### src/rtl/cfg_stream_pkg.sv
package cfg_stream_pkg;

  typedef enum logic [2:0] {
    ST_HOLD   = 3'd0,
    ST_STREAM = 3'd1,
    ST_WAIT   = 3'd2,
    ST_FAIL   = 3'd3,
    ST_DONE   = 3'd4
  } stream_state_t;

endpackage

### src/rtl/cfg_stream_sync.sv
module cfg_stream_sync #(
  parameter int WIDTH  = 2,
  parameter int STAGES = 2
) (
  input  logic             clk,
  input  logic             rst_n,
  input  logic [WIDTH-1:0] async_i,
  output logic [WIDTH-1:0] sync_o
);

  logic [STAGES-1:0][WIDTH-1:0] stage_q;

  always_ff @(posedge clk or negedge rst_n) begin
    if (!rst_n) begin
      stage_q <= '0;
    end else begin
      stage_q[0] <= async_i;
      for (int s = 1; s < STAGES; s++) begin
        stage_q[s] <= stage_q[s-1];
      end
    end
  end

  assign sync_o = stage_q[STAGES-1];

endmodule

### src/rtl/cfg_stream_clkdiv.sv
module cfg_stream_clkdiv #(
  parameter int HALF_DIV = 2
) (
  input  logic clk,
  input  logic rst_n,
  input  logic run_i,
  output logic sclk_o,
  output logic fall_o
);

  localparam int CW = (HALF_DIV > 1) ? $clog2(HALF_DIV) : 1;

  logic [CW-1:0] cnt_q, cnt_d;
  logic          sclk_q, sclk_d;
  logic          edge_w;

  assign edge_w = run_i && (cnt_q == CW'(HALF_DIV - 1));

  always_comb begin
    cnt_d  = cnt_q;
    sclk_d = sclk_q;
    if (!run_i) begin
      cnt_d  = '0;
      sclk_d = 1'b0;
    end else if (edge_w) begin
      cnt_d  = '0;
      sclk_d = ~sclk_q;
    end else begin
      cnt_d  = cnt_q + 1'b1;
    end
  end

  always_ff @(posedge clk or negedge rst_n) begin
    if (!rst_n) begin
      cnt_q  <= '0;
      sclk_q <= 1'b0;
    end else begin
      cnt_q  <= cnt_d;
      sclk_q <= sclk_d;
    end
  end

  assign sclk_o = sclk_q;
  assign fall_o = edge_w && sclk_q;

  // a stopped divider leaves the serial clock low
  assert_idle_low_R1: assert property (@(posedge clk) disable iff (!rst_n)
    !run_i |=> !sclk_o);

  // the clock only toggles after a full half period of counting
  assert_half_period_R3: assert property (@(posedge clk) disable iff (!rst_n)
    (run_i && !$stable(sclk_o) && sclk_o) |-> ($past(cnt_q) == CW'(HALF_DIV - 1)));

endmodule

### src/rtl/cfg_stream_ctrl.sv
module cfg_stream_ctrl
  import cfg_stream_pkg::*;
#(
  parameter int TOTAL_BITS  = 40,
  parameter int HALF_DIV    = 2,
  parameter int LEGACY      = 0,
  parameter int SYNC_STAGES = 2,
  parameter int ADDR_W      = (TOTAL_BITS > 1) ? $clog2(TOTAL_BITS) : 1
) (
  input  logic              clk,
  input  logic              rst_n,
  output logic [ADDR_W-1:0] mem_addr_o,
  output logic              mem_rd_o,
  input  logic              mem_bit_i,
  output logic              sclk_o,
  output logic              sdata_o,
  output logic              sdata_oe_o,
  input  logic              done_i,
  input  logic              line_i,
  output logic              line_pull_o
);

  localparam int WIN = (LEGACY != 0) ? 16 : 64;
  localparam int WW  = $clog2(WIN + 1);
  localparam logic [ADDR_W-1:0] LAST_ADDR = ADDR_W'(TOTAL_BITS - 1);

  if (TOTAL_BITS < 1) begin : g_bad_len
    $error("TOTAL_BITS must be at least one");
  end

  stream_state_t     state_q, state_d;
  logic [ADDR_W-1:0] addr_q, addr_d;
  logic [WW-1:0]     wcnt_q, wcnt_d;
  logic              low_seen_q, low_seen_d;
  logic              done_s, line_s;
  logic              run_w, fall_w;

  cfg_stream_sync #(
    .WIDTH  (2),
    .STAGES (SYNC_STAGES)
  ) u_sync (
    .clk     (clk),
    .rst_n   (rst_n),
    .async_i ({done_i, line_i}),
    .sync_o  ({done_s, line_s})
  );

  assign run_w = (state_q == ST_STREAM) || (state_q == ST_WAIT);

  cfg_stream_clkdiv #(
    .HALF_DIV (HALF_DIV)
  ) u_clkdiv (
    .clk    (clk),
    .rst_n  (rst_n),
    .run_i  (run_w),
    .sclk_o (sclk_o),
    .fall_o (fall_w)
  );

  always_comb begin
    state_d    = state_q;
    addr_d     = addr_q;
    wcnt_d     = wcnt_q;
    low_seen_d = low_seen_q;
    unique case (state_q)
      ST_HOLD: begin
        addr_d = '0;
        wcnt_d = '0;
        if (!line_s) begin
          low_seen_d = 1'b1;
        end else if (low_seen_q) begin
          state_d = ST_STREAM;
        end
      end
      ST_STREAM: begin
        if (!line_s) begin
          state_d    = ST_HOLD;
          low_seen_d = 1'b1;
        end else if (fall_w) begin
          if (addr_q == LAST_ADDR) begin
            state_d = ST_WAIT;
            wcnt_d  = '0;
          end else begin
            addr_d = addr_q + 1'b1;
          end
        end
      end
      ST_WAIT: begin
        if (!line_s) begin
          state_d    = ST_HOLD;
          low_seen_d = 1'b1;
        end else if (done_s) begin
          state_d = ST_DONE;
        end else if (fall_w) begin
          if (wcnt_q == WW'(WIN - 1)) begin
            state_d = ST_FAIL;
          end else begin
            wcnt_d = wcnt_q + 1'b1;
          end
        end
      end
      ST_FAIL: begin
        state_d    = ST_HOLD;
        low_seen_d = 1'b0;
      end
      ST_DONE: begin
        if (!line_s) begin
          state_d    = ST_HOLD;
          low_seen_d = 1'b1;
        end
      end
      default: begin
        state_d = ST_HOLD;
      end
    endcase
  end

  always_ff @(posedge clk or negedge rst_n) begin
    if (!rst_n) begin
      state_q    <= ST_HOLD;
      addr_q     <= '0;
      wcnt_q     <= '0;
      low_seen_q <= 1'b1;
    end else begin
      state_q    <= state_d;
      addr_q     <= addr_d;
      wcnt_q     <= wcnt_d;
      low_seen_q <= low_seen_d;
    end
  end

  assign mem_addr_o  = addr_q;
  assign mem_rd_o    = (state_q == ST_STREAM);
  assign sdata_o     = (state_q == ST_STREAM) ? mem_bit_i : 1'b1;
  assign line_pull_o = (state_q == ST_FAIL);

  if (LEGACY != 0) begin : g_tristate_end
    assign sdata_oe_o = (state_q != ST_DONE);
  end else begin : g_drive_end
    assign sdata_oe_o = 1'b1;
  end

  // bit changes happen only while the serial clock is low
  assert_data_steady_R3: assert property (@(posedge clk) disable iff (!rst_n)
    (state_q == ST_STREAM && $past(state_q) == ST_STREAM && !$stable(sdata_o)) |-> !sclk_o);

  // failure only after the last window count of the wait phase
  assert_window_end_R5: assert property (@(posedge clk) disable iff (!rst_n)
    (state_q == ST_FAIL) |-> ($past(state_q) == ST_WAIT && $past(wcnt_q) == WW'(WIN - 1)));

  // the pull on the shared line is a single cycle
  assert_pull_single_R6: assert property (@(posedge clk) disable iff (!rst_n)
    line_pull_o |=> !line_pull_o);

  // every new stream begins at the first bit
  assert_restart_base_R7: assert property (@(posedge clk) disable iff (!rst_n)
    (state_q == ST_STREAM && $past(state_q) != ST_STREAM) |-> (addr_q == '0));

  // a low shared line halts memory reads
  assert_line_low_halts_R8: assert property (@(posedge clk) disable iff (!rst_n)
    !line_s |=> !mem_rd_o);

  // a finished transfer stays parked
  assert_park_R9: assert property (@(posedge clk) disable iff (!rst_n)
    (state_q == ST_DONE && $past(state_q) == ST_DONE) |-> (!sclk_o && sdata_o));

endmodule

### config.mk
export PLATFORM = sky130hd
export DESIGN_NAME = cfg_stream_ctrl
export DESIGN_NICKNAME = d
export VERILOG_FILES = /design/src/rtl/cfg_stream_pkg.sv /design/src/rtl/cfg_stream_sync.sv /design/src/rtl/cfg_stream_clkdiv.sv /design/src/rtl/cfg_stream_ctrl.sv
export SDC_FILE = /design/constraint.sdc
export NUM_CORES = 1
export LEC_CHECK = 0
export CORE_UTILIZATION = 54
export DETAILED_ROUTE_END_ITERATION = 10
export GPL_ROUTABILITY_DRIVEN = 0
export HOLD_SLACK_MARGIN = 0.03
export PLACE_DENSITY_LB_ADDON = 0.08
export SYNTH_ARGS = -nofsm -noshare
export SYNTH_HDL_FRONTEND = slang
export SYNTH_SLANG_ARGS = --single-unit
### constraint.sdc
create_clock -name clk -period 2 [get_ports clk]
set_input_delay 0.3 -clock clk [delete_from_list [all_inputs] [get_ports clk]]
set_output_delay 0.3 -clock clk [all_outputs]
set_load 0.02 [all_outputs]
======== Yosys cells after proc, flatten, opt, wreduce, memory -nomap -nowiden ========
Cells that the tools add are included.
Widths: inputs -> output; s select.
cells by class
  add/subtract/negate cells ............... 3
  $mul .................................... 0
  div/mod/pow operators ................... 0
  $lt $le $gt $ge ......................... 0
  equal/unequal tests ..................... 23
  shift operators ......................... 0
  mux-type cells .......................... 30
  bitwise gates (word level) .............. 1
  reductions and logical operators ........ 12
operators by type and width
  cell                 count
  $mux 7               7
  $mux 3               10
  $pmux 7 s3           1
  $mux 6               3
  $ne 2x2->1 const B   8
  $pmux 3 s4           1
  $pmux 6 s2           1
  $ne 2x1->1 const B   5
  $ne 4x3->1 const B   2
  $reduce_and 8->1     1
  $add 7x1->7 const B  1
  $eq 7x6->1 const B   1
  $reduce_and 7->1     1
  $add 6x1->6 const B  1
  $eq 3x2->1 const B   2
  $eq 6x6->1 const B   1
  $mux 1               6
  $ne 3x3->1 const B   2
  $reduce_and 4->1     1
  $reduce_bool 2->1    2
  $reduce_or 4->1      1
  $eq 3x1->1 const B   1
  $eq 3x3->1 const B   1
  $logic_not 3->1      1
  7 further kinds      8
word-level totals
  register bits after elaboration ......... 23
  latch bits .............................. 0
  bits in writable memories ............... 0
  memory bits (read-only) ................. 0
  input port bits ......................... 5
  output and inout bits ................... 11
  logic and storage cells ................. 77
  memories ................................ 0

======== Longest topological paths before layout ========
  depth in word-level cells ............... 8
  mapped depth ............................ 6
  mapped depth without buffers ............ 5

======== Hierarchy ========
A second synthesis with hierarchy kept.
second synthesis, totals
  cells, all modules ...................... 127
  area total of the unflattened synthesis .. 1268.7 um^2
by module, submodules not included
  module             times used  cells each  area each (um^2)  seq. area each (um^2)
  cfg_stream_ctrl    1           115         1072.3            426.7
  cfg_stream_sync    1           6           115.1             100.1
  cfg_stream_clkdiv  1           6           81.3              50.0

======== Worst setup path before layout ========
OpenSTA, ideal clock, no wires.
  kind .................................... reg-to-reg
  from .................................... register addr_q[0] (netlist: mem_addr_o[0])
  to ...................................... register addr_q[0] (netlist: mem_addr_o[0])
  library setup time ...................... 0.125 ns
  arrival ................................. 1.740 ns
  required time ........................... 1.875 ns
  path slack .............................. 0.136 ns
  cell stages (with the launch flop) ...... 6
  buffers on the path ..................... 0
  period minus slack after synthesis ...... 1.864 ns
  cell sequence ........................... dfrtp_1 -> ha_1 -> and4bb_2 -> a21o_1 -> a21oi_1 -> mux2_2
on the way
  word-level cells in the longest chain between the ends .. 5
  elaborated cells on any way between the ends .. 8
  classes of those cells .................. add/sub: 1; eq/ne: 2; mux: 4; reduce/logical: 1
RTL lines
  element                   RTL line                RTL
  start: declaration        cfg_stream_ctrl.sv:32   logic [ADDR_W-1:0] addr_q, addr_d;
  start signal: assignment  cfg_stream_ctrl.sv:126  addr_q <= addr_d;
  $add 6x1->6               cfg_stream_ctrl.sv:84   addr_d = addr_q + 1'b1;
  $mux 6                    cfg_stream_ctrl.sv:80   if (addr_q == LAST_ADDR) begin
  $mux 6                    cfg_stream_ctrl.sv:79   end else if (fall_w) begin
  $mux 6                    cfg_stream_ctrl.sv:76   if (!line_s) begin
  $pmux 6 s2                cfg_stream_ctrl.sv:65   unique case (state_q)
Several ways; a longest one is shown, not always the timed one. The select of a mux whose other input is x is not followed.
A chain may end at the register's enable or synchronous reset.

======== Final worst setup path ========
  from .................................... register addr_q[2] (netlist: mem_addr_o[2])
  to ...................................... output port mem_addr_o[2]
RTL lines
  element           RTL line               RTL
  end: declaration  cfg_stream_ctrl.sv:12  output logic [ADDR_W-1:0] mem_addr_o,
No word-level cell between the ends.

==> metrics <==
Pre-antenna DRT Iters 4; CTS resizes 4; Ys Warns 0; Clk pin slew, worst setup/hold paths approximately 0.12 ns; Ant. Diodes 0; number of global-route vias before repair 1,069; outcome completed; synthesized area around 0.0014 sq mm; DR vias/cell about 6; clock root cell clkbuf_4; Gate power share 0.505; DRC Markers 0; post-DP HPWL around 2.1 mm; Routed Antenna Nets 0; Die X-Extent approximately 52 microns; share of cells above drive strength 1 0.180; Yosys reg bits 23; Leak Pwr between 0.6 and 0.7 nW; CTS max path bufs 2; Tmin final 1.86 ns; commonest cells after routing, fill and taps aside dfrtp_1, clkdlybuf4s50_1, nand2_1; P&R area growth vs syn 15.8%; Clock Latency Late Sink approximately 0.31 ns; total global routing overflow 0; clock share of power 0.129; Slew Limit Fails 0; Top Ports 16; ys flop type dfrtp_1; crit-path max FO 11; Clock Skew ~0.0055 ns; H-tree levels 1; Worst Setup Start Kind register; switching pwr 0.000686 W; Max Clk Rate between 0.5 and 0.6 GHz; worst hold path class input pin to async pin; number of CTS-inserted buffers 3; die area 0.00271 sq mm; Total GRT Usage 0.250; commonest non-fill, non-tap cell in the layout dfrtp_1; first-pass GRT wire length ~4.9 mm; Worst Path Buf+Inv 1; hold buffers post-CTS 0; via count 1,137; postcts setup bufs 0; pin count of the biggest net entering global routing 16; Critical Path Sink Type output pin; final wirelength around 2.8 mm; Initial Utilization 0.594; Hold Slack 0.254 ns; Mapped Cells between 100 and 150; TritonCTS clock tree done; Seq/Total Area, Yosys 0.426; worst path cell trace clkdlybuf4s50_1; unrepaired setup endpoints after global routing no; area of the core between 0.002 and 0.0025 sq mm; Iter 0 DRT Violations 43; power per cell area around 1100 mW/mm^2; slowest CP cell clkdlybuf4s50_1; Worst path max stage delay roughly 0.67 ns; number of enable flip-flop cells after synthesis 0; Fillers between 150 and 200; Seq pwr share 0.366; switching portion of total power 0.406; fraction of registers with async set/reset 1.00; clk sink count 23; Peak supply drop 785 uV; initial antenna violation count 0; Distinct cells, synth 50; fin crit share 0.929; nets 169; row cnt 17; I/O Buffers 14; final setup vio count 0; CP Class register to output pin; max_cap viols 0; Internal ~0.0010 W; Worst EP required 1.70 ns; Mean Syn Cell Area between 9 and 10 sq um; per-cell routed wire length approximately 15 microns; syn_nets 149; family with the most delay on the worst path buffers and inverters; Die H roughly 52 microns; setup TNS 0 ns; Final Hold Fails 0; CP arrival 1.56 ns
## Yosys cell counts (4+ instances only)
library cell  number  area [sq um]
dfrtp_1           22           551
nand2_1           10          37.5
nor2_1            10          37.5
inv_1              9          33.8
a21oi_1            8          40.0
o21ai_0            8          40.0
nand3_1            6          30.0
nor3_1             5          25.0
or2_2              4          25.0
## stage by stage
step / utilization / worst slack [ns] / area (sq um) / power [W] / instances
floorplan: - / 0.136 / 1350 / 0.00122 / 142
global placement: 0.677 / 0.132 / 1540 / 0.00146 / 185
detailed placement: 0.677 / 0.126 / 1540 / 0.00148 / 185
CTS: 0.689 / 0.00262 / 1570 / 0.00170 / 189
global route: 0.688 / 0.0369 / 1570 / 0.00181 / 189
finish: 0.688 / 0.142 / 1570 / 0.00169 / 189
## cells by family (layout without fill, tap and decap cells)
| family | count (synthesis) | count (layout) | synth area share |
|---|---|---|---|
| compound gates | 37 | 37 | 0.196 |
| xor+xnor | 2 | 2 | 0.0185 |
| fa+ha+maj | 2 | 2 | 0.0185 |
| buf+inv | 17 | 36 | 0.0657 |
| flops | 23 | 23 | 0.426 |
| mux | 5 | 5 | 0.0398 |
| other cells | 1 | 1 | 0.00277 |
| simple gates | 55 | 55 | 0.232 |
## sequential cells by signal, indices dropped and copies added (netlist names)
register	count
u_clkdiv.cnt_q	1
wcnt_q	7
mem_addr_o	6
state_q	3
u_sync.stage_q	2
u_clkdiv.sclk_o	1
low_seen_q	1
u_sync.sync_o	2
## final cells by class
cell class / count / area [sq um] / share of cell area
Tap cell: 28 / 35.0 / 0.0224
Timing Repair Buffer: 23 / 204 / 0.130
Multi-Input combinational cell: 102 / 689 / 0.440
Sequential cell: 23 / 578 / 0.369
Inverter: 9 / 33.8 / 0.0216
Clock buffer: 4 / 26.3 / 0.0168
## final timing paths
check	depth (start not counted)	slack, ns	end	from
worst max-delay path	1	0.14	mem_addr_o[2]	mem_addr_o[2]$_DFFE_PN0P_
worst min-delay path	1	0.25	wcnt_q[5]$_DFFE_PN0P_	rst_n
worst max register to register	5	0.15	wcnt_q[2]$_DFFE_PN0P_	wcnt_q[0]$_DFFE_PN0P_
worst min register to register	0	0.36	u_sync.sync_o[0]$_DFF_PN0_	u_sync.stage_q[0]$_DFF_PN0_
max in group asynchronous	2	1.19	mem_addr_o[0]$_DFFE_PN0P_	rst_n
min in group clk	0	0.36	u_sync.sync_o[0]$_DFF_PN0_	u_sync.stage_q[0]$_DFF_PN0_
## power groups by stage
stage,registers (W),logic [W],clock network (W)
after floorplan,0.000626,0.000590,0
after global placement,0.000618,0.000842,0
after detailed placement,0.000624,0.000858,0
after CTS,0.000618,0.000858,0.000221
after global routing,0.000632,0.000944,0.000234
final,0.000618,0.000853,0.000217
## routing by layer
metal / global-route usage / wire length (microns) / up-vias
li1: - / - / 561
met1: 0.371 / 1360 / 537
met2: 0.374 / 1280 / 34
met3: 0.0351 / 129 / 5
met4: 0.0811 / 36 / 0
met5: 0 / 0 / -
Note: power is estimated with default switching activity, not from simulation.
